File: src/rtl/vlt_pkg.sv
package vlt_pkg;
  parameter int LEN_W = 10;
  parameter int SD_W  = 4;
  parameter int PD_W  = 4;
  parameter int BC_W  = 4;
  parameter int ACT_W = 6;
  parameter int NIB_W = 4;
  parameter int PIX_W = 8;
  parameter int CNT_W = LEN_W + 2;

  typedef logic [CNT_W-1:0] pos_t;

  typedef struct packed {
    logic             freerun;
    logic [LEN_W-1:0] half_len;
    logic [SD_W-1:0]  sync_dly;
    logic [PD_W-1:0]  pipe_dly;
    logic [BC_W-1:0]  border;
    logic [ACT_W-1:0] act_len;
    logic [1:0]       crop;
    logic [NIB_W-1:0] y_nib;
    logic [NIB_W-1:0] u_nib;
    logic [NIB_W-1:0] v_nib;
  } line_cfg_t;

  // line period in clocks: twice the half-length field
  function automatic pos_t line_period(line_cfg_t c);
    return pos_t'({c.half_len, 1'b0});
  endfunction

  // window origin: coarse 4-clock delay plus fine pipeline delay
  function automatic pos_t win_start(line_cfg_t c);
    pos_t s;
    s = pos_t'(c.sync_dly) + pos_t'(1);
    return (s << 2) + pos_t'(c.pipe_dly);
  endfunction

  function automatic pos_t border_len(line_cfg_t c);
    return pos_t'(c.border) << 2;
  endfunction

  // active sample count after symmetric crop, clamped at zero
  function automatic pos_t data_count(line_cfg_t c);
    pos_t full;
    pos_t trim;
    full = pos_t'(c.act_len) << 4;
    trim = pos_t'(c.crop) << 4;
    return (full > trim) ? full - trim : '0;
  endfunction
endpackage

File: src/rtl/vlt_line_counter.sv
module vlt_line_counter
  import vlt_pkg::*;
(
  input  logic clk,
  input  logic rst_n,
  input  logic lock_i,
  input  logic freerun_i,
  input  pos_t period_i,
  output pos_t cnt_o,
  output logic started_o,
  output logic load_o
);
  pos_t cnt_q;
  logic started_q;
  logic wrap;

  assign wrap   = (cnt_q == period_i - pos_t'(1));
  assign load_o = !started_q || (freerun_i ? wrap : lock_i);

  always_ff @(posedge clk) begin
    if (!rst_n) begin
      cnt_q     <= '0;
      started_q <= 1'b0;
    end else begin
      started_q <= 1'b1;
      if (load_o)
        cnt_q <= '0;
      else if (cnt_q != '1)
        cnt_q <= cnt_q + pos_t'(1);
    end
  end

  assign cnt_o     = cnt_q;
  assign started_o = started_q;
endmodule

File: src/rtl/vlt_cfg_shadow.sv
module vlt_cfg_shadow
  import vlt_pkg::*;
(
  input  logic      clk,
  input  logic      rst_n,
  input  logic      load_i,
  input  line_cfg_t live_i,
  output line_cfg_t held_o
);
  line_cfg_t held_q;

  always_ff @(posedge clk) begin
    if (!rst_n)
      held_q <= '0;
    else if (load_i)
      held_q <= live_i;
  end

  assign held_o = held_q;
endmodule

File: src/rtl/vlt_region_decode.sv
module vlt_region_decode
  import vlt_pkg::*;
#(
  parameter int SYNC_CLKS = 64
)(
  input  logic            started_i,
  input  pos_t            cnt_i,
  input  pos_t            win_start_i,
  input  pos_t            data_start_i,
  input  pos_t            data_end_i,
  input  pos_t            win_end_i,
  input  logic [PD_W-1:0] pipe_dly_i,
  output logic            sync_o,
  output logic            win_o,
  output logic            data_o,
  output logic            req_o,
  output logic            phase_o
);
  localparam pos_t SYNC_END = pos_t'(SYNC_CLKS);

  logic [CNT_W:0] ahead;
  pos_t           off;

  assign ahead = {1'b0, cnt_i} + {{(CNT_W+1-PD_W){1'b0}}, pipe_dly_i};
  assign off   = cnt_i - win_start_i;

  assign sync_o  = started_i && (cnt_i < SYNC_END);
  assign win_o   = started_i && (cnt_i >= win_start_i) && (cnt_i < win_end_i);
  assign data_o  = started_i && (cnt_i >= data_start_i) && (cnt_i < data_end_i);
  assign req_o   = started_i && (ahead >= {1'b0, data_start_i})
                             && (ahead < {1'b0, data_end_i});
  assign phase_o = off[0];
endmodule

File: src/rtl/vout_line_timer.sv
module vout_line_timer
  import vlt_pkg::*;
#(
  parameter int SYNC_CLKS = 64
)(
  input  logic             clk,
  input  logic             rst_n,
  input  logic             lock_i,
  input  logic             cfg_freerun_i,
  input  logic [LEN_W-1:0] cfg_half_len_i,
  input  logic [SD_W-1:0]  cfg_sync_dly_i,
  input  logic [PD_W-1:0]  cfg_pipe_dly_i,
  input  logic [BC_W-1:0]  cfg_border_i,
  input  logic [ACT_W-1:0] cfg_act_len_i,
  input  logic [1:0]       cfg_crop_i,
  input  logic [NIB_W-1:0] cfg_y_nib_i,
  input  logic [NIB_W-1:0] cfg_u_nib_i,
  input  logic [NIB_W-1:0] cfg_v_nib_i,
  input  logic [PIX_W-1:0] y_i,
  input  logic [PIX_W-1:0] uv_i,
  output logic             hsync_o,
  output logic             href_o,
  output logic [PIX_W-1:0] y_o,
  output logic [PIX_W-1:0] uv_o,
  output logic             req_o
);
  localparam int LOW_W = PIX_W - NIB_W;

  line_cfg_t live_cfg;
  line_cfg_t cfg_q;
  pos_t      cnt;
  pos_t      period;
  pos_t      ws, ds, de, we;
  logic      started;
  logic      load_evt;
  logic      in_data;
  logic      uv_phase;

  assign live_cfg = '{freerun:  cfg_freerun_i,  half_len: cfg_half_len_i,
                      sync_dly: cfg_sync_dly_i, pipe_dly: cfg_pipe_dly_i,
                      border:   cfg_border_i,   act_len:  cfg_act_len_i,
                      crop:     cfg_crop_i,     y_nib:    cfg_y_nib_i,
                      u_nib:    cfg_u_nib_i,    v_nib:    cfg_v_nib_i};

  // positions derived from the captured configuration
  assign period = line_period(cfg_q);
  assign ws     = win_start(cfg_q);
  assign ds     = ws + border_len(cfg_q);
  assign de     = ds + data_count(cfg_q);
  assign we     = de + border_len(cfg_q);

  vlt_line_counter cnt_i (
    .clk       (clk),
    .rst_n     (rst_n),
    .lock_i    (lock_i),
    .freerun_i (cfg_q.freerun),
    .period_i  (period),
    .cnt_o     (cnt),
    .started_o (started),
    .load_o    (load_evt)
  );

  vlt_cfg_shadow shadow_i (
    .clk    (clk),
    .rst_n  (rst_n),
    .load_i (load_evt),
    .live_i (live_cfg),
    .held_o (cfg_q)
  );

  vlt_region_decode #(.SYNC_CLKS(SYNC_CLKS)) decode_i (
    .started_i    (started),
    .cnt_i        (cnt),
    .win_start_i  (ws),
    .data_start_i (ds),
    .data_end_i   (de),
    .win_end_i    (we),
    .pipe_dly_i   (cfg_q.pipe_dly),
    .sync_o       (hsync_o),
    .win_o        (href_o),
    .data_o       (in_data),
    .req_o        (req_o),
    .phase_o      (uv_phase)
  );

  // output lanes: samples during the data run, border colour elsewhere
  logic [NIB_W-1:0] uv_nib;
  assign uv_nib = uv_phase ? cfg_q.v_nib : cfg_q.u_nib;
  assign y_o    = in_data ? y_i  : {cfg_q.y_nib, {LOW_W{1'b0}}};
  assign uv_o   = in_data ? uv_i : {uv_nib,      {LOW_W{1'b0}}};
endmodule

File: config.mk
export PLATFORM = sky130hd
export DESIGN_NAME = vout_line_timer
export DESIGN_NICKNAME = d
export VERILOG_FILES = /design/src/rtl/vlt_pkg.sv /design/src/rtl/vlt_line_counter.sv /design/src/rtl/vlt_cfg_shadow.sv /design/src/rtl/vlt_region_decode.sv /design/src/rtl/vout_line_timer.sv
export SDC_FILE = /design/constraint.sdc
export NUM_CORES = 1
export LEC_CHECK = 0
export ABC_CLOCK_PERIOD_IN_PS = 14600
export BUFFER_PORTS_ARGS = -buffer_cell sky130_fd_sc_hd__buf_2
export CELL_PAD_IN_SITES_DETAIL_PLACEMENT = 2
export CELL_PAD_IN_SITES_GLOBAL_PLACEMENT = 2
export CORE_ASPECT_RATIO = 1.25
export CORE_MARGIN = 4
export CORE_UTILIZATION = 37
export CTS_CLUSTER_DIAMETER = 150
export DETAILED_ROUTE_END_ITERATION = 8
export PLACE_DENSITY = 0.95
export SLEW_MARGIN = 25
export SYNTH_ARGS = -nofsm -noshare
export SYNTH_HDL_FRONTEND = slang
export SYNTH_SLANG_ARGS = --single-unit
File: constraint.sdc
create_clock -name clk -period 14.6 [get_ports clk]
set_input_delay 2.92 -clock clk [delete_from_list [all_inputs] [get_ports clk]]
set_output_delay 2.92 -clock clk [all_outputs]
set_load 0.1 [all_outputs]
==> results of run 1 <==
[final cells by class]
type,count,area (sq um)
Fill cell,1557,7630
Tap cell,171,214
Multi-Input combinational cell,508,3630
Clock buffer,6,139
Sequential cell,56,1120
Timing Repair Buffer,82,415
Clock inverter,2,13.8
Inverter,35,131
[registers in the layout, indices dropped and copies added (netlist names)]
name and count:
cnt_i.cnt_o 12, cnt_i.started_o 1, shadow_i.held_o 43
[critical path: stages (launching register included)]
cell and delay (ns):
dfxtp_1 0.42, ha_1 0.31, ha_1 0.30, a21oi_1 0.26, nor2_1 0.13, xnor2_1 0.21, nand2_1 0.09, o21ai_0 0.10
xor2_1 0.27, ha_1 0.32, xnor2_1 0.34, inv_1 0.17, fa_1 0.49, maj3_1 0.37, o21ba_2 0.24, xnor2_2 0.29
ha_1 0.31, o2111ai_1 0.11, a21oi_1 0.09, a211oi_1 0.27, o21ai_0 0.18, a21oi_2 0.69, mux2_2 0.30, buf_2 0.42
[per-layer routing]
layer,GRT usage [%],vias to the layer above,share of wire [%]
met5,0,-,0
met4,10.6,0,4.1
met3,2.97,58,3.0
met2,46.6,130,54
met1,25.7,2415,38
li1,-,2306,-
[cells by family after synthesis]
logic type / Yosys count / synth area share [%]
AO/OA/AOI/OAI: 132 / 16.6
XOR/XNOR: 50 / 9.00
adder cells (fa/ha/maj): 80 / 20.6
buffers and inverters: 67 / 5.79
flip-flops: 56 / 22.3
multiplexers: 15 / 3.31
other: 2 / 0.149
AND/OR/NAND/NOR: 227 / 22.3
[worst max-delay path by stage]
stage / end / slack, ns
2_1_floorplan: req_o / 4.86
3_3_place_gp: y_o[4] / 5.95
3_5_place_dp: uv_o[7] / 5.17
4_1_cts: uv_o[7] / 4.67
5_1_grt: uv_o[7] / 4.34
6_report: y_o[6] / 4.69
[report_power, final]
part	total, mW	leakage, nW	switching [mW]	internal (mW)
Clock	0.130	0.0772	0.0608	0.0689
Combinational	0.239	2.05	0.150	0.0891
Sequential	0.174	0.462	0.0121	0.162
Total	0.543	2.59	0.223	0.320
[through the flow]
| stage | setup WS, ns | util (%) | hold WS (ns) |
|---|---|---|---|
| after global placement | 5.95 | 41.5 | 0.449 |
| after detailed placement | 5.17 | 41.5 | 0.489 |
| final | 4.69 | 42.6 | 0.497 |
| after global routing | 4.34 | 42.6 | 0.510 |
| after CTS | 4.67 | 42.6 | 0.503 |
| after floorplan | 4.86 | - | 0.434 |
[cells in the final DEF (no fill, tap or decap), types with 4 or more instances in the layout]
cell / netlist / routed
nand2_1: 68 / 68
o21ai_1: 6 / 6
fa_1: 6 / 6
inv_1: 35 / 35
o21ai_0: 55 / 55
nand3b_1: 4 / 4
nand2b_1: 7 / 7
nand3_1: 54 / 54
conb_1: 2 / 4
clkbuf_16: 0 / 5
o21a_1: 11 / 11
dfxtp_1: 56 / 56
a21o_1: 11 / 11
nor3_1: 13 / 13
mux2_2: 13 / 13
xor2_1: 18 / 18
a21oi_1: 21 / 21
nor2b_1: 7 / 7
nand4_1: 6 / 6
and2_1: 12 / 12
xnor2_1: 30 / 30
nor2_1: 35 / 35
buf_2: 5 / 80
ha_1: 70 / 70
==> results.yml, run 1 <==
setup_path:
  rrSetupSlack_ns: 10.83
  reg2reg_to: "cnt_i.cnt_o[3]"
  crit_path_start_kind: "flop"
  r2r-start: "shadow_i.held_o[32]"
  startpoint: "shadow_i.held_o[28]"
  worstPathArrival_ns: 6.99
  worstSetupEndpointType: "primary output"
  path_max_fanout: 16
  r2r_cells: 11
  cp.required_ns: 11.68
  critical_path_class: "reg -> out"
outcome:
  status: "complete, no violations"
floorplan:
  core_sq_um: 13300
  fp-row-count: 47
  fp.dieW_um: 112
  start_util_pct: 37.9
  die_area_sq_um: 15500
  die_y_um: 138
  boundaryPins: 81
placement:
  io_buffer_count: 80
  place_inst: 852
  place_area_sq_um: 5510
  dp_hpwl_um: 15000
  finalWeightedCongestion: 0.820
cells_and_area:
  final_cells: 860
  n_antenna_cell: 0
  stdcell_area_sq_um: 5660
  syn_to_final_growth_pct: 12.5
  fin_nets: 826
  drive_above_1_share_pct: 17.3
global_route:
  grt_max_degree: 90
  track_usage_pct: 24.1
  grt_pass1_wl_um: 30300
  grt-ovfl-total: 0
  grt_pass1_vias: 5789
  grt_antenna_before_repair: 0
sta:
  tightest_slew_ns: 0.906
  slew_violations: 0
  rsz0062_at_grt: "false"
  setup_tns_ns: 0
  fin_crit_sh_pct: 67.9
  skew_ns: 0.00677
  finalSetupViolations: 0
  finalHoldViolations: 0
  fin_crit_ns: 9.91
  relSlewSlack_pct: 39.6
  max_freq_mhz: 101
job:
  max-cap-violations: 0
power_and_ir_drop:
  power.density_nw_per_um2: 95.9
  p_total_uw: 543
  ir_drop_v: 0.0000555
  p_leak_nw: 2.59
clock_tree:
  clk_path_buf_depth: 2
  cts_hold_buf: 0
  post_cts_buffers: 0
  clk_pin_slew_worst_paths_ns: 0.08
  h-tree-depth: 2
  clk_latency_ns: 0.30
  cts_sinks: 56
  cts_tree: "done"
  root_buffer: "clkbuf_16"
  cts_resized: 0
  cts_buffers: 5
detailed_routing:
  detail_route.wirelength_um: 18800
  drt_iter0_drc: 196
  drcViolationCount: 0
  dr.pass1.iters: 5
  vias: 4909
  vias_per_cell: 5.71
  routedWlPerCell_um: 21.9
  postRouteAntennaNets: 0
synthesis:
  synth_top_area_share_pct: 22.3
  synth_cell_type_count: 61
  seq_area_frac_synth_pct: 22.3
  ys_top_cells_by_count: "70 x ha_1, 68 x nand2_1, 56 x dfxtp_1"
  synth.area.top_cells: "dfxtp_1 22%, ha_1 17%, o21ai_0 5.5%"
  async_reset_ff_share_pct: 0
  synth_most_common_cell: "ha_1"
  syn_area_sq_um: 5030
  ys_seq_elements: 56
  avgSynthCellArea_sq_um: 8.00
  syn_inst: 629
  synth_edf_count: 0
  synthFlopType: "dfxtp_1"
  ys.warnings.count: 0
  yosysTopAreaCell: "dfxtp_1"
min_path:
  hold_start: "shadow_i.held_o[8]"
  worstHoldPathType: "reg -> reg"
  whs_path_depth: 2
  min_to: "shadow_i.held_o[8]"
Note: power is estimated with default switching activity, not from simulation.
==> inputs of run 2 (changes only) <==
- ABC_CLOCK_PERIOD_IN_PS: 14600 -> 9300
- CORE_UTILIZATION: 37 -> 34
- PLACE_DENSITY: 0.95 -> 0.9
- clock period: 14.6 -> 9.3 ns (I/O delays scaled with it)
==> run 2 against run 1 <==
Net effect: clock skew is 0.0087 ns higher; non-clock buffer count stayed put; clock power increased by 52%; core utilization shrank 3.5 points; register-to-register slack got worse by 5.2 ns; setup slack got worse by 3.9 ns; highest routed layer unchanged.
==> results.yml, run 2 (same netlist as run 1, synthesis figures left out) <==
setup_path:
  crit_chain: "ha_1 -> ha_1 -> a21oi_1 -> nor2_1 -> xnor2_1 -> nand2_1 -> o21ai_0 -> xor2_1 -> ha_1 -> xnor2_1 -> ha_1 -> a21oi_1 -> maj3_2 -> xnor2_1 -> ha_1 -> a211o_1 -> o2111ai_1 -> a21oi_1 -> a211oi_1 -> o21ai_0 -> a21oi_2 -> mux2_2 -> buf_2"
  cp_slowest_cell: "a21oi_2"
  critical_path_class: "reg -> out"
  path_max_fanout: 16
  worstSetupEndpointType: "primary output"
  cp.required_ns: 7.44
  worstPathArrival_ns: 6.60
  crit_path_start_kind: "flop"
  cpPeakStageDelay_ns: 0.62
  crit_path_frequent_cell: "ha_1"
floorplan:
  core_sq_um: 14500
  boundaryPins: 81
  die_area_sq_um: 16800
  fp.dieW_um: 117
  start_util_pct: 34.8
  fp-row-count: 49
  die_y_um: 144
detailed_routing:
  vias_per_cell: 5.54
  dr.pass1.iters: 4
  routedWlPerCell_um: 20.8
  drt_iter0_drc: 157
  detail_route.wirelength_um: 18000
  drcViolationCount: 0
  vias: 4802
  postRouteAntennaNets: 0
clock_tree:
  root_buffer: "clkbuf_16"
  post_cts_buffers: 0
  cts_sinks: 56
  cts_hold_buf: 0
  cts_tree: "done"
  cts_resized: 0
  cts_buffers: 5
  clk_pin_slew_worst_paths_ns: 0.08
  clk_path_buf_depth: 2
  clk_latency_ns: 0.31
  h-tree-depth: 2
sta:
  setup_tns_ns: 0
  fin_crit_ns: 8.46
  tightest_slew_ns: 0.899
  finalHoldViolations: 0
  fin_crit_sh_pct: 91.0
  setup_ws_ns: 0.837
  finalSetupViolations: 0
  slew_violations: 0
  rsz0062_at_grt: "false"
  max_freq_mhz: 118
  skew_ns: 0.0155
  whs_ns: 0.475
  relSlewSlack_pct: 40.1
cells_and_area:
  drive_above_1_share_pct: 17.1
  n_antenna_cell: 0
  stdcell_area_sq_um: 5660
  syn_to_final_growth_pct: 12.5
  fin_nets: 826
  mostFrequentLayoutCells: "80 x buf_2, 70 x ha_1, 68 x nand2_1"
  mostFrequentLayoutCell: "buf_2"
  largest_reg_flops: 43
  nFillCells: 1644
global_route:
  grt_max_degree: 90
  grt_pass1_vias: 5612
  grt_pass1_wl_um: 28900
  track_usage_pct: 21.7
  grt_antenna_before_repair: 0
  grt-ovfl-total: 0
outcome:
  status: "complete, no violations"
power_and_ir_drop:
  ir_drop_v: 0.0000749
  p_leak_nw: 2.58
  power.density_nw_per_um2: 149
  p_total_uw: 843
placement:
  post-place-ws_ns: 1.36
  io_buffer_count: 80
  dp_hpwl_um: 13800
  place_area_sq_um: 5520
  finalWeightedCongestion: 0.814
min_path:
  worstHoldPathType: "reg -> reg"
job:
  max-cap-violations: 0
run 2: cell types whose count changed in the layout (fill, tap and decap cells not counted):
cell / previous run / this run
clkbuf_8: 1 / 0
clkbuf_1: 0 / 1
run 2: per-stage QoR:
step           utilization (%)  instances
3_3_place_gp              38.1        859
5_1_grt                   39.1        867
4_1_cts                   39.1        867
3_5_place_dp              38.1        859
2_1_floorplan                -        631
6_report                  39.1        867
run 2: worst max-delay path, delay by kind of cell (launching register included):
kind / cells / cell delay [ns]
AO/OA/AOI/OAI: 9 / 2.00
adder cells (fa/ha/maj): 6 / 1.97
XOR/XNOR: 4 / 1.07
flip-flops: 1 / 0.35
AND/OR/NAND/NOR: 2 / 0.17
multiplexers: 1 / 0.29
buffers and inverters: 1 / 0.42
run 2: power by group:
group	leakage (nW)	total (mW)	switching, mW	internal, mW
combinational	2.05	0.374	0.234	0.140
sequential	0.462	0.271	0.0175	0.254
clock	0.0712	0.198	0.0969	0.101
run 2: path summary, 6_finish.rpt:
path,start,to,slack [ns],cells past startpoint
setup / recovery,shadow_i.held_o[28],y_o[7],0.84,23
hold / removal,shadow_i.held_o[2],shadow_i.held_o[2],0.47,2
setup reg to reg,shadow_i.held_o[32],cnt_i.cnt_o[10],5.66,12
hold reg to reg,shadow_i.held_o[2],shadow_i.held_o[2],0.47,2
run 2: metal layers:
| layer | share of wire, % | global-route usage, % |
|---|---|---|
| met5 | 0 | 0 |
| met4 | 3.4 | 8.64 |
| met3 | 3.2 | 2.85 |
| met2 | 53 | 40.7 |
| met1 | 40 | 24.4 |
run 2: area by class of cell:
cell class                      count  area (sq um)  area share [%]
Timing Repair Buffer               82           415            7.34
Tap cell                          178           223            3.93
Clock buffer                        6           129            2.28
Clock inverter                      2          13.8           0.243
Sequential cell                    56          1120            19.8
Inverter                           35           131            2.32
Multi-Input combinational cell    508          3630            64.1
==> inputs of run 3 (changes only) <==
- BUFFER_PORTS_ARGS: -buffer_cell sky130_fd_sc_hd__buf_2 -> unset
- CORE_UTILIZATION: 34 -> 38
- DONT_BUFFER_PORTS: unset -> 1
- GPL_TIMING_DRIVEN: unset -> 1
- PLACE_DENSITY: 0.9 -> 0.89
==> run 3 against run 2 <==
Net effect: critical path depth down 1; global-route usage grew 0.73 points; die area fell by 9.9%; sequential share of layout area grew 1.1 points; via count is 6.5% lower; clock-buffer cell count stayed put; critical path type unchanged; hold slack better by 0.0036 ns.
==> results.yml, run 3 (same netlist as run 1, synthesis figures left out) <==
outcome:
  status: "complete, no violations"
clock_tree:
  cts_hold_buf: 0
  root_buffer: "clkbuf_16"
  clk_latency_ns: 0.30
  cts_resized: 0
  clk_path_buf_depth: 2
  h-tree-depth: 2
  cts_buffers: 5
  cts_tree: "done"
  clk_pin_slew_worst_paths_ns: 0.08
  post_cts_buffers: 0
  cts_sinks: 56
sta:
  rsz0062_at_grt: "false"
  whs_ns: 0.479
  relSlewSlack_pct: 27.4
  fin_crit_ns: 8.56
  finalHoldViolations: 0
  tightest_slew_ns: 1.09
  setup_tns_ns: 0
  skew_ns: 0.00495
  fin_crit_sh_pct: 92.0
  slew_violations: 0
  max_freq_mhz: 117
  finalSetupViolations: 0
floorplan:
  start_util_pct: 39.2
  core_sq_um: 12800
  die_area_sq_um: 15200
  boundaryPins: 81
  die_y_um: 137
  fp-row-count: 46
  fp.dieW_um: 111
setup_path:
  critical_path_class: "reg -> out"
  r2r_cells: 12
  cp.required_ns: 7.44
  path_max_fanout: 16
  cpPeakStageDelay_ns: 0.88
  crit_chain: "ha_1 -> ha_1 -> a21oi_1 -> nor2_1 -> xnor2_1 -> nand2_1 -> o21ai_0 -> xor2_1 -> ha_1 -> xnor2_1 -> ha_1 -> a21oi_1 -> maj3_2 -> xnor2_1 -> ha_1 -> a211o_1 -> o2111ai_1 -> a21oi_1 -> a211oi_1 -> o21ai_0 -> a21oi_2 -> and2_1"
  cp_slowest_cell: "and2_1"
  crit_path_start_kind: "flop"
  worstPathArrival_ns: 6.70
  crit_path_frequent_cell: "ha_1"
  worstSetupEndpointType: "primary output"
detailed_routing:
  detail_route.wirelength_um: 16700
  dr.pass1.iters: 4
  routedWlPerCell_um: 21.5
  vias_per_cell: 5.77
  drcViolationCount: 0
  vias: 4488
  postRouteAntennaNets: 0
  drt_iter0_drc: 186
global_route:
  grt_antenna_before_repair: 0
  grt_pass1_vias: 5261
  grt_max_degree: 90
  grt-ovfl-total: 0
  track_usage_pct: 22.4
  grt_pass1_wl_um: 27500
power_and_ir_drop:
  power.density_nw_per_um2: 160
  p_leak_nw: 2.28
  ir_drop_v: 0.0000729
job:
  max-cap-violations: 0
cells_and_area:
  largest_reg_flops: 43
  fin_nets: 747
  final_cells: 778
  n_antenna_cell: 0
  drive_above_1_share_pct: 7.05
  syn_to_final_growth_pct: 6.39
  mostFrequentLayoutCell: "ha_1"
  mostFrequentLayoutCells: "70 x ha_1, 68 x nand2_1, 56 x dfxtp_1"
min_path:
  worstHoldPathType: "reg -> reg"
  whs_path_depth: 2
placement:
  finalWeightedCongestion: 0.806
  place_inst: 770
  io_buffer_count: 0
  dp_hpwl_um: 12300
-- run 3: report_power, final --
| group | internal (mW) | total (mW) | switching (mW) |
|---|---|---|---|
| clock | 0.135 | 0.233 | 0.0973 |
| combinational | 0.131 | 0.353 | 0.222 |
| sequential | 0.254 | 0.271 | 0.0179 |
-- run 3: critical path, delay by kind of cell (launching register included) --
kind	cells	cell delay (ns)
adder cells (fa/ha/maj)	6	1.97
AO/OA/AOI/OAI	9	1.91
XOR/XNOR	4	1.10
AND/OR/NAND/NOR	3	1.05
flip-flops	1	0.36
-- run 3: layout make-up --
class	instances	area [sq um]
fill	1437	7480
inverter	35	131
tap	168	210
multi-input combinational	508	3650
clock buffer	6	139
timing repair buffer	3	62.6
clock inverter	2	38.8
sequential	56	1120
-- run 3: metrics by stage --
step	power (mW)	instance area (sq um)	utilization [%]	setup slack [ns]
finish	0.857	5360	41.7	0.740
floorplan	0.536	5040	-	0.622
detailed placement	0.613	5180	40.3	1.22
global placement	0.581	5180	40.3	1.58
CTS	0.862	5360	41.7	0.738
global route	0.906	5360	41.7	0.288
-- run 3: final timing paths --
kind,start,endpoint,slack [ns]
worst max-delay path,shadow_i.held_o[28],y_o[3],0.74
worst min register to register,shadow_i.held_o[9],shadow_i.held_o[9],0.48
worst max register to register,shadow_i.held_o[32],cnt_i.cnt_o[11],5.71
worst min-delay path,shadow_i.held_o[9],shadow_i.held_o[9],0.48
-- run 3: metal layers --
layer  track usage, %  vias to the layer above  share of wire [%]
met5                0                        -                  0
met2             44.0                      110                 53
li1                 -                     2147                  -
met1             25.0                     2201                 42
met3             3.32                       30                2.9
met4             6.37                        0                2.2
